==> src/rtl/pdb_pkg.sv <==
package pdb_pkg;
  localparam int unsigned HALF_W  = 16;
  localparam int unsigned OFS_DBE = 'h38;
  localparam int unsigned OFS_DEN = 'h40;
  localparam int unsigned OFS_DIV = 'h48;

  // Masked half write: upper half of d selects which lower-half bits land.
  function automatic logic [HALF_W-1:0] half_write(input logic [HALF_W-1:0] old,
                                                   input logic [31:0] d);
    return (old & ~d[31:16]) | (d[15:0] & d[31:16]);
  endfunction
endpackage

==> src/rtl/pdb_regs.sv <==
module pdb_regs #(
  parameter int unsigned NPIN   = 32,
  parameter int unsigned DIV_W  = 24,
  parameter int unsigned ADDR_W = 8
) (
  input  logic              clk,
  input  logic              rst,
  input  logic              wr_en,
  input  logic [ADDR_W-1:0] wr_addr,
  input  logic [31:0]       wr_data,
  output logic [NPIN-1:0]   dbe_q,
  output logic [NPIN-1:0]   den_q,
  output logic [DIV_W-1:0]  div_q,
  output logic              div_wr
);
  import pdb_pkg::*;
  localparam int unsigned NHALF = NPIN / HALF_W;
  localparam logic [ADDR_W-1:0] A_DIV = ADDR_W'(OFS_DIV);

  assign div_wr = wr_en && (wr_addr == A_DIV);

  always_ff @(posedge clk) begin
    if (rst) begin
      dbe_q <= '0;
      den_q <= '0;
      div_q <= '0;
    end else if (wr_en) begin
      for (int h = 0; h < NHALF; h++) begin
        if (wr_addr == ADDR_W'(OFS_DBE + 4 * h))
          dbe_q[h*HALF_W +: HALF_W] <= half_write(dbe_q[h*HALF_W +: HALF_W], wr_data);
        if (wr_addr == ADDR_W'(OFS_DEN + 4 * h))
          den_q[h*HALF_W +: HALF_W] <= half_write(den_q[h*HALF_W +: HALF_W], wr_data);
      end
      if (wr_addr == A_DIV)
        div_q <= wr_data[DIV_W-1:0];
    end
  end
endmodule

==> src/rtl/pdb_tick_gen.sv <==
module pdb_tick_gen #(
  parameter int unsigned DIV_W = 24
) (
  input  logic             clk,
  input  logic             rst,
  input  logic [DIV_W-1:0] div_val,
  input  logic             restart,
  output logic             tick
);
  localparam int unsigned CNT_W = DIV_W + 1;
  logic [CNT_W-1:0] cnt;
  logic [CNT_W-1:0] lim;

  // Period 2*(v+1): terminal count is 2v+1.
  assign lim  = {div_val, 1'b1};
  assign tick = (cnt == lim);

  always_ff @(posedge clk) begin
    if (rst || restart) cnt <= '0;
    else if (tick)      cnt <= '0;
    else                cnt <= cnt + 1'b1;
  end
endmodule

==> src/rtl/pdb_pin_filter.sv <==
module pdb_pin_filter (
  input  logic clk,
  input  logic rst,
  input  logic raw,
  input  logic dbe,
  input  logic den,
  input  logic tick,
  output logic sync,
  output logic filt
);
  logic s1;
  logic smp;
  logic take;

  always_ff @(posedge clk) begin
    s1   <= raw;
    sync <= s1;
  end

  assign take = !den || tick;

  always_ff @(posedge clk) begin
    if (rst || !dbe) begin
      filt <= sync;
      smp  <= sync;
    end else if (take) begin
      smp <= sync;
      if (smp == sync) filt <= sync;
    end
  end
endmodule

==> src/rtl/pdb_bank.sv <==
module pdb_bank #(
  parameter int unsigned NPIN   = 32,
  parameter int unsigned DIV_W  = 24,
  parameter int unsigned ADDR_W = 8
) (
  input  logic              clk,
  input  logic              rst,
  input  logic [NPIN-1:0]   pin_raw,
  input  logic              wr_en,
  input  logic [ADDR_W-1:0] wr_addr,
  input  logic [31:0]       wr_data,
  output logic [NPIN-1:0]   pin_filt
);
  logic [NPIN-1:0]  dbe_q;
  logic [NPIN-1:0]  den_q;
  logic [DIV_W-1:0] div_q;
  logic             div_wr;
  logic             tick;
  logic [NPIN-1:0]  sync_v;

  pdb_regs #(.NPIN(NPIN), .DIV_W(DIV_W), .ADDR_W(ADDR_W)) u_regs (
    .clk(clk), .rst(rst), .wr_en(wr_en), .wr_addr(wr_addr), .wr_data(wr_data),
    .dbe_q(dbe_q), .den_q(den_q), .div_q(div_q), .div_wr(div_wr)
  );

  pdb_tick_gen #(.DIV_W(DIV_W)) u_tick (
    .clk(clk), .rst(rst), .div_val(div_q), .restart(div_wr), .tick(tick)
  );

  for (genvar i = 0; i < NPIN; i++) begin : g_pin
    pdb_pin_filter u_flt (
      .clk(clk), .rst(rst), .raw(pin_raw[i]), .dbe(dbe_q[i]), .den(den_q[i]),
      .tick(tick), .sync(sync_v[i]), .filt(pin_filt[i])
    );
  end
endmodule

==> config.mk <==
export PLATFORM = sky130hd
export DESIGN_NAME = pdb_bank
export DESIGN_NICKNAME = d
export VERILOG_FILES = /design/src/rtl/pdb_pkg.sv /design/src/rtl/pdb_regs.sv /design/src/rtl/pdb_tick_gen.sv /design/src/rtl/pdb_pin_filter.sv /design/src/rtl/pdb_bank.sv
export SDC_FILE = /design/constraint.sdc
export NUM_CORES = 1
export LEC_CHECK = 0
export CAP_MARGIN = 0
export CORE_MARGIN = 8
export CORE_UTILIZATION = 55
export CTS_BUF_LIST = sky130_fd_sc_hd__clkbuf_8 sky130_fd_sc_hd__clkbuf_16
export CTS_CLUSTER_SIZE = 14
export DETAILED_ROUTE_END_ITERATION = 8
export GPL_TIMING_DRIVEN = 0
export PLACE_DENSITY = 0.83
export SETUP_SLACK_MARGIN = 0.05
export SLEW_MARGIN = 20
export SYNTH_ARGS = -nofsm -noshare
export SYNTH_HDL_FRONTEND = slang
export SYNTH_SLANG_ARGS = --single-unit
==> constraint.sdc <==
create_clock -name clk -period 2.53 [get_ports clk]
set_input_delay 0.506 -clock clk [delete_from_list [all_inputs] [get_ports clk]]
set_output_delay 0.506 -clock clk [all_outputs]
set_load 0.02 [all_outputs]
==> results.yml, run 1 <==
pwr:
  irDropWorstVdd_mv: 0.6151
  p_leak_nw: 4.099
  p_per_area_mw_per_mm2: 756.8
placement:
  port_buffers: 89
  hpwl_um: 16030
  dp.cells: 1232
  gp_congestion: 0.8904
  placed_area_mm2: 0.01031
  place_ws_ns: -0.5432
worst_setup_path:
  cp.required_ns: 2.93
  crit_arrival_ns: 2.83
  cp_max_fo: 10
  critical_path_buf_inv_count: 2
  crit_slowest_cell: "or4b_4"
  critPathMaxStageDelay_ns: 0.59
  r2r_slack_ns: 0.11
  crit_chain: "clkdlybuf4s50_1 > or4b_4 > nor4_2 > clkbuf_1 > nand2_1 > nand2_1 > a21oi_1"
  crit_family: "simple AND/OR/NAND/NOR gates"
  crit_path_frequent_cell: "nand2_1"
  cp-start-kind: "input pin"
  crit_path_end_kind: "flop"
  crit_type: "in -> reg"
floorplanning:
  core-area_mm2: 0.01641
  ios: 107
  die_height_um: 144.9
  die_area_mm2: 0.02101
  num_rows: 47
  initial_core_util_pct: 55.74
  die_w_um: 144.9
timing:
  finalCritPeriodShare_pct: 95.92
  fin_skew_ns: 0.02473
  fmax_ghz: 0.4121
  slew_headroom_pct: 48.60
  fin_ws_ns: 0.1032
  setup_viol: 0
  tightest_slew_ns: 0.7710
  rsz0062_at_grt: "yes"
  setup-tns-final_ns: 0
  slew_violations: 0
  finalHoldViolCount: 0
  period_needed_ns: 2.427
grt:
  grt_pass1_wl_um: 37670
  grt_usage_pct: 21.94
  antenna_found_initial: 1
  grt_pass1_vias: 7327
  grt_overflow: 0
  grt_max_degree: 15
route:
  avgRoutedWirePerCell_um: 18.73
  wirelength_um: 23920
  ant_nets: 0
  viasPerCell: 5.756
  drc: 0
  via_count: 7351
  drt_iter0_markers: 808
  drt_first_pass_iters: 5
logic_synthesis:
  synthesis.area_mm2: 0.009145
  synth_most_common_cell: "nand2_1"
  yosysTopAreaCell: "dfxtp_1"
  synth_edf_count: 64
  ys_seq_area_share_pct: 59.76
  synth_fp_nets: 999
  synth.area.top_cells: "dfxtp_1, edfxtp_1, nand2_1, nand3_1, xor2_1"
  synth_cell_types: 30
  synth_ff_type: "dfxtp_1"
  ys_ff_latch: 241
  synthArstFlopShare_pct: 0
  synth_common_cells: "nand2_1, dfxtp_1, nand3_1"
  syn_avg_cell_area_um2: 9.908
  synth_top_area_share_pct: 38.75
  ys_warn_count: 0
  netlist_instances: 923
finish:
  final_area_mm2: 0.01123
  drive_gt1_share_pct: 11.45
  fin_nets: 1114
  instances_no_fill: 1277
  syn_to_final_growth_pct: 22.85
  antenna_cells: 0
clock_tree:
  cts_tree: "done"
  postCtsHoldBufs: 0
  clockRootBuffer: "clkbuf_16"
  cts-buffers-inserted: 25
  post_cts.repair.setup_buffers: 0
  insertion_delay_ns: 0.54
  clk_pin_slew_ns: 0.06
  clkSinkCount: 241
  clock_path_buffers: 3
  cts_max_level: 1
run:
  drv_cap: 0
min_path:
  hold_path_class: "in -> reg"
run_status:
  outcome: "finished, final reports clean"
==> final timing paths <==
kind	from	to	cells past startpoint
worst max-delay path	wr_addr[1]	flop	7
worst min register to register	g_pin[26].u_flt.s1	g_pin[26].u_flt.sync	0
worst max register to register	u_regs.div_q[11]	g_pin[19].u_flt.smp	7
worst min-delay path	wr_data[28]	flop	3
==> logic make-up (layout without fill, tap and decap cells) <==
family / count (synthesis) / count (layout) / synth area share [%]
and+or+nand+nor: 384 / 384 / 19.77
DFF: 241 / 241 / 59.76
AOI/OAI and AO/OA: 122 / 122 / 7.142
buffers and inverters: 96 / 230 / 5.623
xor gates and xnor gates: 79 / 79 / 7.566
adders and majority gates: 1 / 1 / 0.1368
==> routing by layer <==
metal	global-route usage [%]	vias to the layer above	part of all wire, %
met4	9.469	2	3.7
met5	0	-	0.033
met3	5.162	76	9.2
li1	-	3389	-
met1	27.74	3482	40
met2	35.35	402	47
==> worst register-to-register path: cells and delay by family (launching register included) <==
kind	cells	cell delay, ns
AND/OR/NAND/NOR	3	0.86
AO/OA/AOI/OAI	1	0.22
flip-flops	1	0.34
XOR/XNOR	1	0.21
buffers and inverters	2	0.49
==> placed cells by master, fill, tap and decap left out, types with 2 or more instances in the layout <==
cell,count
nand4_1,10
nor4_1,2
a21oi_1,88
and4_1,2
xor2_1,61
dfxtp_1,173
nor2_1,3
clkdlybuf4s50_1,89
inv_1,7
xnor2_1,18
bufinv_16,4
buf_2,24
clkinv_1,2
nand3_1,109
buf_4,32
dfxtp_2,4
a31oi_2,2
and3_1,36
a31oi_1,30
nor4_2,5
clkinv_2,5
nor3_1,28
clkbuf_16,25
clkbuf_1,24
clkbuf_8,4
buf_6,2
nand2_1,183
clkbuf_2,9
edfxtp_1,64
==> what timing repair did <==
| item | in CTS | in global routing |
|---|---|---|
| endpoints found under the setup margin | 59 | 68 |
| gates resized for setup | 8 | 14 |
| pin swaps | 0 | 0 |
==> area by class of cell <==
cell class | count | area [µm²]
clock buffers | 29 | 680.7
flip-flops and latches | 241 | 5470
clock inverters | 17 | 200.2
multi-input cells | 586 | 3184
inverters | 4 | 15.01
plain buffers | 91 | 518.0
well taps | 220 | 275.3
repair buffers | 89 | 890.9
fillers | 1186 | 5172
==> power by group <==
part | switching [mW] | internal [mW]
clock | 1.51 | 2.34
combinational | 0.290 | 0.221
sequential | 0.0638 | 4.07
total | 1.87 | 6.63
==> metrics by stage <==
| step | hold slack [ns] | utilization [%] | power (mW) |
|---|---|---|---|
| after floorplan | 0.3096 | - | 4.431 |
| after global placement | 0.3100 | 62.85 | 4.690 |
| after detailed placement | 0.3132 | 62.85 | 4.705 |
| after CTS | 0.3133 | 68.30 | 8.516 |
| after global routing | 0.3240 | 68.47 | 8.735 |
| final | 0.3226 | 68.47 | 8.503 |
(Power assumes the default switching activity.)
==> run 2: changes to the inputs <==
--- a/config.mk
+++ b/config.mk
@@ -5,9 +5,10 @@
 export SDC_FILE = /design/constraint.sdc
 export NUM_CORES = 1
 export LEC_CHECK = 0
+export ABC_AREA = 1
 export CAP_MARGIN = 0
 export CORE_MARGIN = 8
-export CORE_UTILIZATION = 55
+export CORE_UTILIZATION = 56
 export CTS_BUF_LIST = sky130_fd_sc_hd__clkbuf_8 sky130_fd_sc_hd__clkbuf_16
 export CTS_CLUSTER_SIZE = 14
 export DETAILED_ROUTE_END_ITERATION = 8
==> results.yml, run 2 <==
run_status:
  outcome: "finished, final reports clean"
grt:
  antenna_found_initial: 1
  grt_pass1_wl_um: 39160
  grt_usage_pct: 21.94
  grt_max_degree: 15
  grt_overflow: 0
  grt_pass1_vias: 7723
timing:
  finalHoldViolCount: 0
  finalCritPeriodShare_pct: 85.44
  slew_headroom_pct: 53.26
  period_needed_ns: 2.162
  slew_violations: 0
  hold_ws_ns: 0.3253
  setup_viol: 0
  fin_skew_ns: 0.01035
  tightest_slew_ns: 0.7011
  setup-tns-final_ns: 0
  rsz0062_at_grt: "no"
  fmax_ghz: 0.4626
placement:
  gp_congestion: 0.9087
  port_buffers: 105
  hpwl_um: 17610
floorplanning:
  num_rows: 49
  die_height_um: 149.7
  core-area_mm2: 0.01778
  ios: 107
  die_w_um: 149.7
  initial_core_util_pct: 56.33
  die_area_mm2: 0.02242
clock_tree:
  postCtsHoldBufs: 0
  cts_resized: 0
  clkSinkCount: 241
  clockRootBuffer: "clkbuf_16"
  clock_path_buffers: 3
  cts_tree: "done"
  insertion_delay_ns: 0.52
  cts_max_level: 1
  clk_pin_slew_ns: 0.06
  cts-buffers-inserted: 25
  post_cts.repair.setup_buffers: 0
logic_synthesis:
  netlist_instances: 1125
  synth.area.top_cells: "dfxtp_1, edfxtp_1, nand2_1, nor2_1, a21oi_4"
  yosysTopAreaCell: "dfxtp_1"
  synth_cell_types: 34
  synth_top_area_share_pct: 35.38
  synthesis.area_mm2: 0.01001
  synth_edf_count: 64
  synth_ff_type: "dfxtp_1"
  synthArstFlopShare_pct: 0
  synth_most_common_cell: "nand2_1"
  ys_ff_latch: 241
  ys_warn_count: 0
  synth_common_cells: "nand2_1, nor2_1, dfxtp_1"
  synth_fp_nets: 1201
  syn_avg_cell_area_um2: 8.902
  ys_seq_area_share_pct: 54.57
pwr:
  p_int_mw: 6.822
  combPwrFrac_pct: 7.9
  switching_share_pct: 22.42
  irDropWorstVdd_mv: 0.8712
  p_clk_share_pct: 45.1
  p_per_area_mw_per_mm2: 717.0
  p_seq_share_pct: 47.0
  p_leak_nw: 4.700
  switchingPower_mw: 1.972
route:
  via_count: 7921
  drc: 0
  viasPerCell: 5.263
  avgRoutedWirePerCell_um: 16.49
  drt_first_pass_iters: 5
  drt_iter0_markers: 753
  wirelength_um: 24820
  ant_nets: 0
worst_setup_path:
  crit_path_end_kind: "output port"
  r2r_slack_ns: 0.61
  crit_type: "reg -> out"
  cp-start-kind: "flop"
  cp_max_fo: 1
  cp.required_ns: 2.02
  crit_arrival_ns: 1.66
finish:
  layout_common_cells: "nand2_1, nor2_1, dfxtp_1"
  fin_nets: 1333
  syn_to_final_growth_pct: 22.48
  drive_gt1_share_pct: 11.06
  final_util_pct: 68.99
  layout_commonest_cell: "nand2_1"
run:
  drv_cap: 0
min_path:
  hold_path_class: "reg -> reg"
[run 2: cells by family (layout without fill, tap and decap cells)]
group	Yosys count	in the layout	share of synthesized area, %
compound gates	132	132	10.17
xor+xnor	54	54	4.723
fa+ha+maj	1	1	0.1249
buf+inv	163	313	8.096
flops	241	241	54.57
other cells	0	1	0
simple gates	534	534	22.31
[run 2: worst paths after layout]
| kind | from | end | cells past startpoint |
|---|---|---|---|
| min reg2reg | g_pin[18].u_flt.s1 | g_pin[18].u_flt.sync | 0 |
| min | g_pin[18].u_flt.s1 | g_pin[18].u_flt.sync | 0 |
| max | g_pin[23].u_flt.filt | pin_filt[23] | 2 |
| max reg2reg | u_tick.cnt[12] | g_pin[25].u_flt.smp | 10 |
[run 2: cell type report]
type                    instances  area, µm²
repair buffers                105       1051
multi-input cells             721       3739
flip-flops and latches        241       5465
plain buffers                  69      457.9
fillers                      1322       5514
clock inverters                13      143.9
well taps                     229      286.5
inverters                      94      352.8
clock buffers                  32      767.0
diodes                          1      2.502
[run 2: worst max-delay path, stage by stage (launching register included)]
cell,delay [ns]
edfxtp_1,0.44
buf_4,0.16
clkdlybuf4s50_1,0.53
[run 2: power by group through the flow]
stage	Clock, mW	Sequential [mW]	Combinational, mW
after floorplan	0	4.20	0.385
after global placement	0	4.21	0.679
after detailed placement	0	4.22	0.685
after CTS	4.00	4.13	0.692
after global routing	4.18	4.14	0.731
final	3.97	4.13	0.695
[run 2: metal layers]
layer | wire length (µm) | vias up | GRT usage [%]
li1 | - | 3828 | -
met1 | 9956 | 3694 | 26.46
met2 | 11920 | 333 | 37.30
met3 | 1877 | 66 | 4.052
met4 | 1064 | 0 | 10.34
met5 | 0 | - | 0
[run 2: through the flow]
stage | instances | power [mW] | instance area [µm²] | worst slack (ns)
3_5_place_dp | 1459 | 4.901 | 11350 | -0.01335
3_3_place_gp | 1459 | 4.890 | 11350 | -0.03638
4_1_cts | 1504 | 8.829 | 12260 | 0.3714
5_1_grt | 1505 | 9.054 | 12270 | 0.2564
2_1_floorplan | 1125 | 4.581 | 10010 | 0.8541
6_report | 1505 | 8.794 | 12270 | 0.3684
